<file path="src/rtl/alu8_pkg.sv">
package alu8_pkg;

  typedef enum logic [3:0] {
    OP_ADD  = 4'd0,
    OP_SUB  = 4'd1,
    OP_AND  = 4'd2,
    OP_OR   = 4'd3,
    OP_XOR  = 4'd4,
    OP_COM  = 4'd5,
    OP_INC  = 4'd6,
    OP_DEC  = 4'd7,
    OP_RLC  = 4'd8,
    OP_RRC  = 4'd9,
    OP_SWAP = 4'd10,
    OP_MOV  = 4'd11,
    OP_CLR  = 4'd12
  } alu_op_e;

  // Flag vector order, also the order of the update mask.
  typedef struct packed {
    logic z;
    logic dc;
    logic c;
  } flags_t;

  localparam int FLAG_N  = 3;
  localparam int STS_PD  = 3;
  localparam int STS_TO  = 4;
  localparam int STS_GEN = 5;

endpackage

</file>
<file path="src/rtl/alu8_adder.sv">
module alu8_adder #(
  parameter int DW = 8
) (
  input  logic [DW-1:0] a,
  input  logic [DW-1:0] b,
  input  logic          cin,
  output logic [DW-1:0] sum,
  output logic          cout,
  output logic          hcout
);
  localparam int NIB = DW / 2;
  localparam int HIW = DW - NIB;

  logic [NIB:0] lo;
  logic [HIW:0] hi;

  // Split at the nibble boundary so the half carry is a real wire.
  always_comb begin
    lo = {1'b0, a[NIB-1:0]} + {1'b0, b[NIB-1:0]} + {{NIB{1'b0}}, cin};
    hi = {1'b0, a[DW-1:NIB]} + {1'b0, b[DW-1:NIB]} + {{HIW{1'b0}}, lo[NIB]};
  end

  assign sum   = {hi[HIW-1:0], lo[NIB-1:0]};
  assign cout  = hi[HIW];
  assign hcout = lo[NIB];
endmodule

</file>
<file path="src/rtl/alu8_datapath.sv">
module alu8_datapath
  import alu8_pkg::*;
#(
  parameter int DW = 8
) (
  input  alu_op_e       op,
  input  logic [DW-1:0] opnd,
  input  logic [DW-1:0] wreg,
  input  logic          c_in,
  output logic [DW-1:0] res,
  output flags_t        flg,
  output flags_t        msk
);
  localparam int NIB = DW / 2;

  logic [DW-1:0] add_b;
  logic          add_ci;
  logic [DW-1:0] add_s;
  logic          add_co;
  logic          add_hc;

  // One adder serves add, subtract (opnd + ~W + 1), increment and decrement.
  always_comb begin
    add_b  = wreg;
    add_ci = 1'b0;
    case (op)
      OP_SUB: begin add_b = ~wreg;       add_ci = 1'b1; end
      OP_INC: begin add_b = '0;          add_ci = 1'b1; end
      OP_DEC: begin add_b = '1;          add_ci = 1'b0; end
      default: ;
    endcase
  end

  alu8_adder #(.DW(DW)) u_add (
    .a    (opnd),
    .b    (add_b),
    .cin  (add_ci),
    .sum  (add_s),
    .cout (add_co),
    .hcout(add_hc)
  );

  always_comb begin
    res    = opnd;
    flg    = '0;
    flg.c  = c_in;
    msk    = '0;
    msk.z  = 1'b1;
    case (op)
      OP_ADD, OP_SUB: begin
        res    = add_s;
        flg.c  = add_co;
        flg.dc = add_hc;
        msk    = '{z: 1'b1, dc: 1'b1, c: 1'b1};
      end
      OP_AND:  res = opnd & wreg;
      OP_OR:   res = opnd | wreg;
      OP_XOR:  res = opnd ^ wreg;
      OP_COM:  res = ~opnd;
      OP_INC,
      OP_DEC:  res = add_s;
      OP_RLC: begin
        res   = {opnd[DW-2:0], c_in};
        flg.c = opnd[DW-1];
        msk   = '{z: 1'b0, dc: 1'b0, c: 1'b1};
      end
      OP_RRC: begin
        res   = {c_in, opnd[DW-1:1]};
        flg.c = opnd[0];
        msk   = '{z: 1'b0, dc: 1'b0, c: 1'b1};
      end
      OP_SWAP: begin
        res = {opnd[NIB-1:0], opnd[DW-1:NIB]};
        msk = '0;
      end
      OP_CLR:  res = '0;
      default: res = opnd;
    endcase
    flg.z = (res == '0);
  end
endmodule

</file>
<file path="src/rtl/alu8_status.sv">
module alu8_status
  import alu8_pkg::*;
#(
  parameter int DW = 8
) (
  input  logic                 clk,
  input  logic                 rst,
  input  logic                 upd,
  input  logic                 dst_sts,
  input  logic [FLAG_N-1:0]    res_flagpos,
  input  logic [DW-1:STS_GEN]  res_gen,
  input  logic [FLAG_N-1:0]    flg,
  input  logic [FLAG_N-1:0]    msk,
  output logic [DW-1:0]        status
);
  logic [FLAG_N-1:0]   flag_q;
  logic [1:0]          rstat_q;
  logic [DW-1:STS_GEN] gen_q;

  // Each flag bit: ALU value when the operation owns it, else the written
  // result bit when STATUS is the destination, else unchanged.
  for (genvar i = 0; i < FLAG_N; i++) begin : g_flag
    always_ff @(posedge clk) begin
      if (rst)
        flag_q[i] <= 1'b0;
      else if (upd && msk[i])
        flag_q[i] <= flg[i];
      else if (upd && dst_sts)
        flag_q[i] <= res_flagpos[i];
    end
  end

  // Timeout and power-down bits: set by reset, never written by operations.
  always_ff @(posedge clk) begin
    if (rst) rstat_q <= 2'b11;
  end

  always_ff @(posedge clk) begin
    if (rst)
      gen_q <= '0;
    else if (upd && dst_sts)
      gen_q <= res_gen;
  end

  assign status = {gen_q, rstat_q, flag_q};
endmodule

</file>
<file path="src/rtl/alu8_flags.sv">
module alu8_flags
  import alu8_pkg::*;
#(
  parameter int DW = 8
) (
  input  logic          clk,
  input  logic          rst,
  input  logic          in_valid,
  output logic          in_ready,
  input  logic [3:0]    in_op,
  input  logic          in_use_lit,
  input  logic [DW-1:0] in_file,
  input  logic [DW-1:0] in_lit,
  input  logic          in_dst_w,
  input  logic          in_dst_status,
  output logic          out_valid,
  input  logic          out_ready,
  output logic [DW-1:0] out_result,
  output logic [2:0]    out_flags_upd,
  output logic [DW-1:0] w_o,
  output logic [DW-1:0] status_o
);
  logic          accept;
  logic [DW-1:0] operand;
  logic [DW-1:0] w_q;
  logic [DW-1:0] dp_res;
  flags_t        dp_flg;
  flags_t        dp_msk;
  logic          res_v_q;
  logic [DW-1:0] res_q;
  logic [2:0]    msk_q;

  assign in_ready = !res_v_q || out_ready;
  assign accept   = in_valid && in_ready;
  assign operand  = in_use_lit ? in_lit : in_file;

  alu8_datapath #(.DW(DW)) u_dp (
    .op   (alu_op_e'(in_op)),
    .opnd (operand),
    .wreg (w_q),
    .c_in (status_o[0]),
    .res  (dp_res),
    .flg  (dp_flg),
    .msk  (dp_msk)
  );

  alu8_status #(.DW(DW)) u_sts (
    .clk        (clk),
    .rst        (rst),
    .upd        (accept),
    .dst_sts    (in_dst_status),
    .res_flagpos(dp_res[FLAG_N-1:0]),
    .res_gen    (dp_res[DW-1:STS_GEN]),
    .flg        (dp_flg),
    .msk        (dp_msk),
    .status     (status_o)
  );

  always_ff @(posedge clk) begin
    if (rst)
      w_q <= '0;
    else if (accept && in_dst_w)
      w_q <= dp_res;
  end

  always_ff @(posedge clk) begin
    if (rst) begin
      res_v_q <= 1'b0;
      res_q   <= '0;
      msk_q   <= '0;
    end else if (accept) begin
      res_v_q <= 1'b1;
      res_q   <= dp_res;
      msk_q   <= dp_msk;
    end else if (out_ready) begin
      res_v_q <= 1'b0;
    end
  end

  assign out_valid     = res_v_q;
  assign out_result    = res_q;
  assign out_flags_upd = msk_q;
  assign w_o           = w_q;
endmodule

</file>
<file path="config.mk">
export PLATFORM = sky130hd
export DESIGN_NAME = alu8_flags
export DESIGN_NICKNAME = d
export VERILOG_FILES = /design/src/rtl/alu8_pkg.sv /design/src/rtl/alu8_adder.sv /design/src/rtl/alu8_datapath.sv /design/src/rtl/alu8_status.sv /design/src/rtl/alu8_flags.sv
export SDC_FILE = /design/constraint.sdc
export NUM_CORES = 1
export LEC_CHECK = 0
export ABC_CLOCK_PERIOD_IN_PS = 7350
export BUFFER_PORTS_ARGS = -buffer_cell sky130_fd_sc_hd__buf_2
export CAP_MARGIN = 20
export CORE_MARGIN = 1.5
export CORE_UTILIZATION = 55
export DETAILED_ROUTE_END_ITERATION = 12
export PLACE_DENSITY = 0.79
export SLEW_MARGIN = 40
export SYNTH_ARGS = -nofsm -noshare
export SYNTH_HDL_FRONTEND = slang
export SYNTH_HIERARCHICAL = 1
export SYNTH_SLANG_ARGS = --single-unit
</file>
<file path="constraint.sdc">
create_clock -name clk -period 7.35 [get_ports clk]
set_input_delay 0.3675 -clock clk [delete_from_list [all_inputs] [get_ports clk]]
set_output_delay 0.3675 -clock clk [all_outputs]
set_load 0.01 [all_outputs]
</file>
# [Word-level counts from Yosys, hierarchy flattened]
# Index checks and enable logic that the tools add are counted.
[totals] mem_bits_ro=0 output_inout_bits=29 reg_bits=26 latch_bits=0 mem_count=0 in_bits=27 ramBits=0 wordCells=63
[classes] n_shift=0 order_cmp=0 reduce_logical=19 n_eq_ne=12 div_mod_pow=0 addsub=4 mux=15 n_bitwise=5 mul=0
[ops] op="8-bit case mux with 9 select lines" n=1
[ops] op="8-bit case mux with 3 select lines" n=1
[ops] op="4-bit by 3-bit == test with 1-bit output, second input constant" n=4
[ops] op="4-bit == test, second input constant" n=4
[ops] op="8-bit inverter" n=2
[ops] op="4-bit by 4-bit adder with 5-bit output" n=2
[ops] op="5-bit by 1-bit adder with 5-bit output" n=2
[ops] op="1-bit 2-to-1 mux" n=10
[ops] op="3-bit case mux with 3 select lines" n=1
[ops] op="8-bit AND" n=1
[ops] op="4-bit by 2-bit == test with 1-bit output, second input constant" n=2
[ops] op="8-bit zero test" n=1
[ops] op="8-bit 2-to-1 mux" n=1
[ops] op="8-bit OR" n=1
[ops] op="2-bit nonzero test" n=4
[ops] op="8-bit bitwise XOR" n=1
[ops] op="1-bit logical AND" n=6
[ops] op="2-bit OR reduction" n=3
[ops] op="4-bit by 1-bit == test with 1-bit output, second input constant" n=1
[ops] op="4-bit zero test" n=1
[ops] op="4-bit inequality test, second input constant" n=1
[ops] op="4-bit OR reduction" n=1
[ops] op="1-bit case mux with 3 select lines" n=1
[ops] op="2-bit AND reduction" n=1
[ops] op="2 further kinds" n=2

# [Logic depth before layout (Yosys ltp)]
[depth] depth_word=8 ltp_mapped=25

# [Cells and area by module]
# Netlist, hierarchy kept.
[modules_own_cells] module="alu8_datapath" n_inst=1 area_per_inst_um2=1333.8 cells_each=204 seq_area_each_um2=0.0
[modules_own_cells] module="alu8_flags" n_inst=1 area_per_inst_um2=954.7 cells_each=91 seq_area_each_um2=400.4
[modules_own_cells] module="alu8_status" n_inst=1 area_per_inst_um2=369.1 cells_each=36 seq_area_each_um2=120.1
[modules_own_cells] module="alu8_adder" n_inst=1 area_per_inst_um2=284.0 cells_each=32 seq_area_each_um2=0.0

# [Worst setup path after synthesis]
# OpenSTA, ideal clock, no wires.
[synth_path] path_type="input port to flip-flop" from="input port in_op[0]" to="register u_sts.flag_q[2] (netlist: u_sts/status[2])" arrival_time_ns=5.176 cell_stages=24 path_slack_ns=2.083 setup_ns=0.091 path_cell_list="buf_4 buf_2 buf_2 nor3b_1 a21oi_1 o22a_1 inv_1 fa_1 inv_1 fa_1 a21o_2 a21o_1 fa_1 inv_1 fa_1 xnor2_1 nor2b_1 o21ai_0 a31oi_1 o32a_1 or4_1 nor4b_2 and3b_2 a311oi_1"
[synth_lines] item="start: declaration" line="alu8_flags.sv:10" source="input logic [3:0] in_op,"
[synth_lines] item="end signal: indexed assignment" line="alu8_status.sv:27" source="flag_q[i] <= flg[i];"
[synth_lines] item="end signal: indexed assignment" line="alu8_status.sv:29" source="flag_q[i] <= res_flagpos[i];"
[synth_lines] item="end: declaration" line="alu8_status.sv:16" source="logic [FLAG_N-1:0] flag_q;"

==> impl_results.md <==
* Final HPWL DP at 5700 um
* Worst-Skew Late Latency at 0.27 ns
* Run status: complete, no violations
* Startpoint Class: primary input
* Slew HR at 0.539
* Max-cap violations at 0
* Hold Slack at 0.405 ns
* Commonest non-fill, non-tap cell in the layout: buf_2
* Highest routed metal layer: met4
* Global-route wire length before repair at 12,700 um
* CTS root buffer: clkbuf_8
* IO Port Bufs at 53
* Area fraction of the dominant cell type after synthesis at 0.177
* Met2 WL post-DR at 3730 um
* Worst Clk Skew at 0.00383 ns
* First drt pass iteration count at 5
* Total Power at 0.446 mW
* Routed wire length at 8010 um
* Post-synth top flop: dfxtp_1
* CTS tree: yes
* Die area at 5800 sq um
* Cell type with the highest aggregate area in the netlist: dfxtp_1
* RSZ-0062 raised after global routing: false
* Post-CTS setup buffer count at 0
* Commonest cells after routing, fill and taps aside: buf_2 (53), inv_1 (32), nand2b_1 (27)
* Core ar. at 5140 sq um
* DIE HEIGHT at 76.1 um
* Synthesized flop and latch total at 26
* Leak at 1.47 nW
* Row cnt at 26
* Inst Count DP at 459
* CTS clk-pin slew, worst paths at 0.08 ns
* Worst VDD drop at 0.118 mV
* Worst endpoint data arrival time at 5.82 ns
* Via count at 2,868
* Htree depth at 1
* Vias in the first global route at 2,515
* Synth area leaders: dfxtp_1 (18%), ha_1 (9.4%), mux2i_1 (5.8%)
* Mean post-synth cell area at 8.10 sq um
* Top-Level Pins at 56
* Period utilization at 0.767
* Min-Delay Path Class: primary input to flop
* Maximum clock insertion buffer count at 2
* Layout area overhead at 7.70%
* Achievable frequency at 177 MHz
* Largest net degree at the start of global routing at 41
* Final Net Count at 447
* Final Wtd Congestion at 0.876
* Required @ worst endpoint at 7.53 ns
* Die Wd at 76.1 um
* Final period demand of the worst path at 5.64 ns
* DRC Markers at 0
* Fillcell total at 485
* Yosys warns at 6
* DRT iter0 DRCs at 344
* Grt total ovfl at 0
* GRT Total Usage at 0.266
* Fin. max-slew vios at 0
* Antenna-violating nets left at 0
* Inserted Diodes at 0
* Metal3 WL at 534 um
* DRT met1 WL at 3580 um
* CP max FO at 35
* PD cells at 141 nW/um^2
* Resize count post-CTS at 0
* CP Class: primary input to flop
* Seq/Total Area, Yosys at 0.177
* Post-DR vias/cell at 6.21
* Final Hold Fails at 0
* Drt wl/cell at 17.3 um
* Crit path capture type: flop
* Final core occ at 0.616
* CTS buffer count at 3
* Initial antenna violation count at 0
* Mapped Cells at 363
* Netlist cell types at 69
* CTS hold repair buffers at 0
* Initial core utilization at 0.572
* FFs w/ async S/R, synth at 0
* Ratio of cells with drive above 1 in the final layout at 0.237
* Setup-failing EPs final at 0
* Syn Std Cell Area at 2940 sq um
* EDFF count, synth at 0
* Least-Margin Pin Slew at 0.690 ns
* Sink Count at 26
* Setup_tns at 0 ns
* Post-Layout Cell Count at 462
critical path, stage by stage:
cell	delay (ns)
buf_2	0.48
nor2b_1	0.37
and2_1	0.35
a21oi_1	0.11
o22a_1	0.20
inv_1	0.07
fa_1	0.18
inv_1	0.06
fa_1	0.40
a21o_2	0.20
a21o_1	0.20
fa_1	0.39
inv_1	0.08
fa_1	0.21
xnor2_1	0.09
nor2b_1	0.13
o21ai_0	0.20
a31oi_1	0.10
o32a_1	0.33
or4_1	0.52
nor4b_2	0.27
and3b_2	0.24
a311oi_1	0.24
Yosys cell counts (3+ instances only):
master	n
a21bo_2	8
a21o_1	5
a21oi_1	24
a22oi_1	3
a311oi_1	3
a31oi_1	4
a32oi_1	5
and3b_1	3
and3b_2	3
buf_1	4
buf_2	11
buf_4	3
buf_6	4
clkbuf_1	5
dfxtp_1	26
fa_1	4
ha_1	22
inv_1	32
mux2_2	10
mux2i_1	17
nand2_1	19
nand2b_1	27
nand3_1	13
nand3_2	3
nand4_1	3
nor2_1	18
nor2b_1	6
nor3b_1	3
o21ai_0	7
o22a_1	11
o22ai_1	3
o32a_1	5
xnor2_1	3
per-stage QoR:
step,setup slack (ns),cell area (sq um)
2_1_floorplan,2.08,2950
3_3_place_gp,1.78,3120
3_5_place_dp,1.48,3120
4_1_cts,1.63,3160
5_1_grt,1.43,3170
6_report,1.71,3170
sequential cells by signal (all words and copies together) (netlist names):
signal	flops
out_valid	1
out_flags_upd	3
out_result	8
u_sts/status	3
w_o	8
u_sts/gen_q	3
area by class of cell:
class                           count  area [sq um]  area share
Multi-Input combinational cell    277          2130       0.672
Tap cell                           70          87.6      0.0276
Timing Repair Buffer               53           265      0.0837
Clock buffer                        3          41.3      0.0130
Inverter                           33           124      0.0391
Sequential cell                    26           520       0.164
power by group:
part,internal [mW],total [mW],switching (mW)
combinational,0.0870,0.205,0.118
clock,0.0367,0.0784,0.0417
sequential,0.152,0.163,0.0108
metal layers:
layer	GRT usage	vias to the layer above
met3	0.0323	16
li1	-	1348
met1	0.365	1362
met5	0	-
met2	0.444	142
met4	0.0685	0
path summary, 6_finish.rpt:
| path | from | to | slack, ns | cells past startpoint |
|---|---|---|---|---|
| setup / recovery | in_op[0] | u_sts/status[2]$_SDFFE_PP0P_ | 1.71 | 23 |
| hold / removal | in_valid | out_valid$_SDFFE_PP0P_ | 0.41 | 3 |
| setup reg to reg | w_o[0]$_SDFFE_PP0P_ | u_sts/status[2]$_SDFFE_PP0P_ | 2.54 | 20 |
| hold reg to reg | out_result[5]$_SDFFE_PP0P_ | out_result[5]$_SDFFE_PP0P_ | 0.47 | 2 |
kinds of logic (layout without fill, tap and decap cells):
family,count (synthesis),in the layout,share of synthesized area
other,1,2,0.00127
and+or+nand+nor,119,119,0.242
AOI/OAI and AO/OA,98,98,0.246
muxes,27,27,0.0961
xor gates and xnor gates,5,5,0.0149
adders and majority gates,26,26,0.121
DFF,26,26,0.177
buffers and inverters,61,89,0.102
No activity file was read; power rests on OpenSTA's default activity.
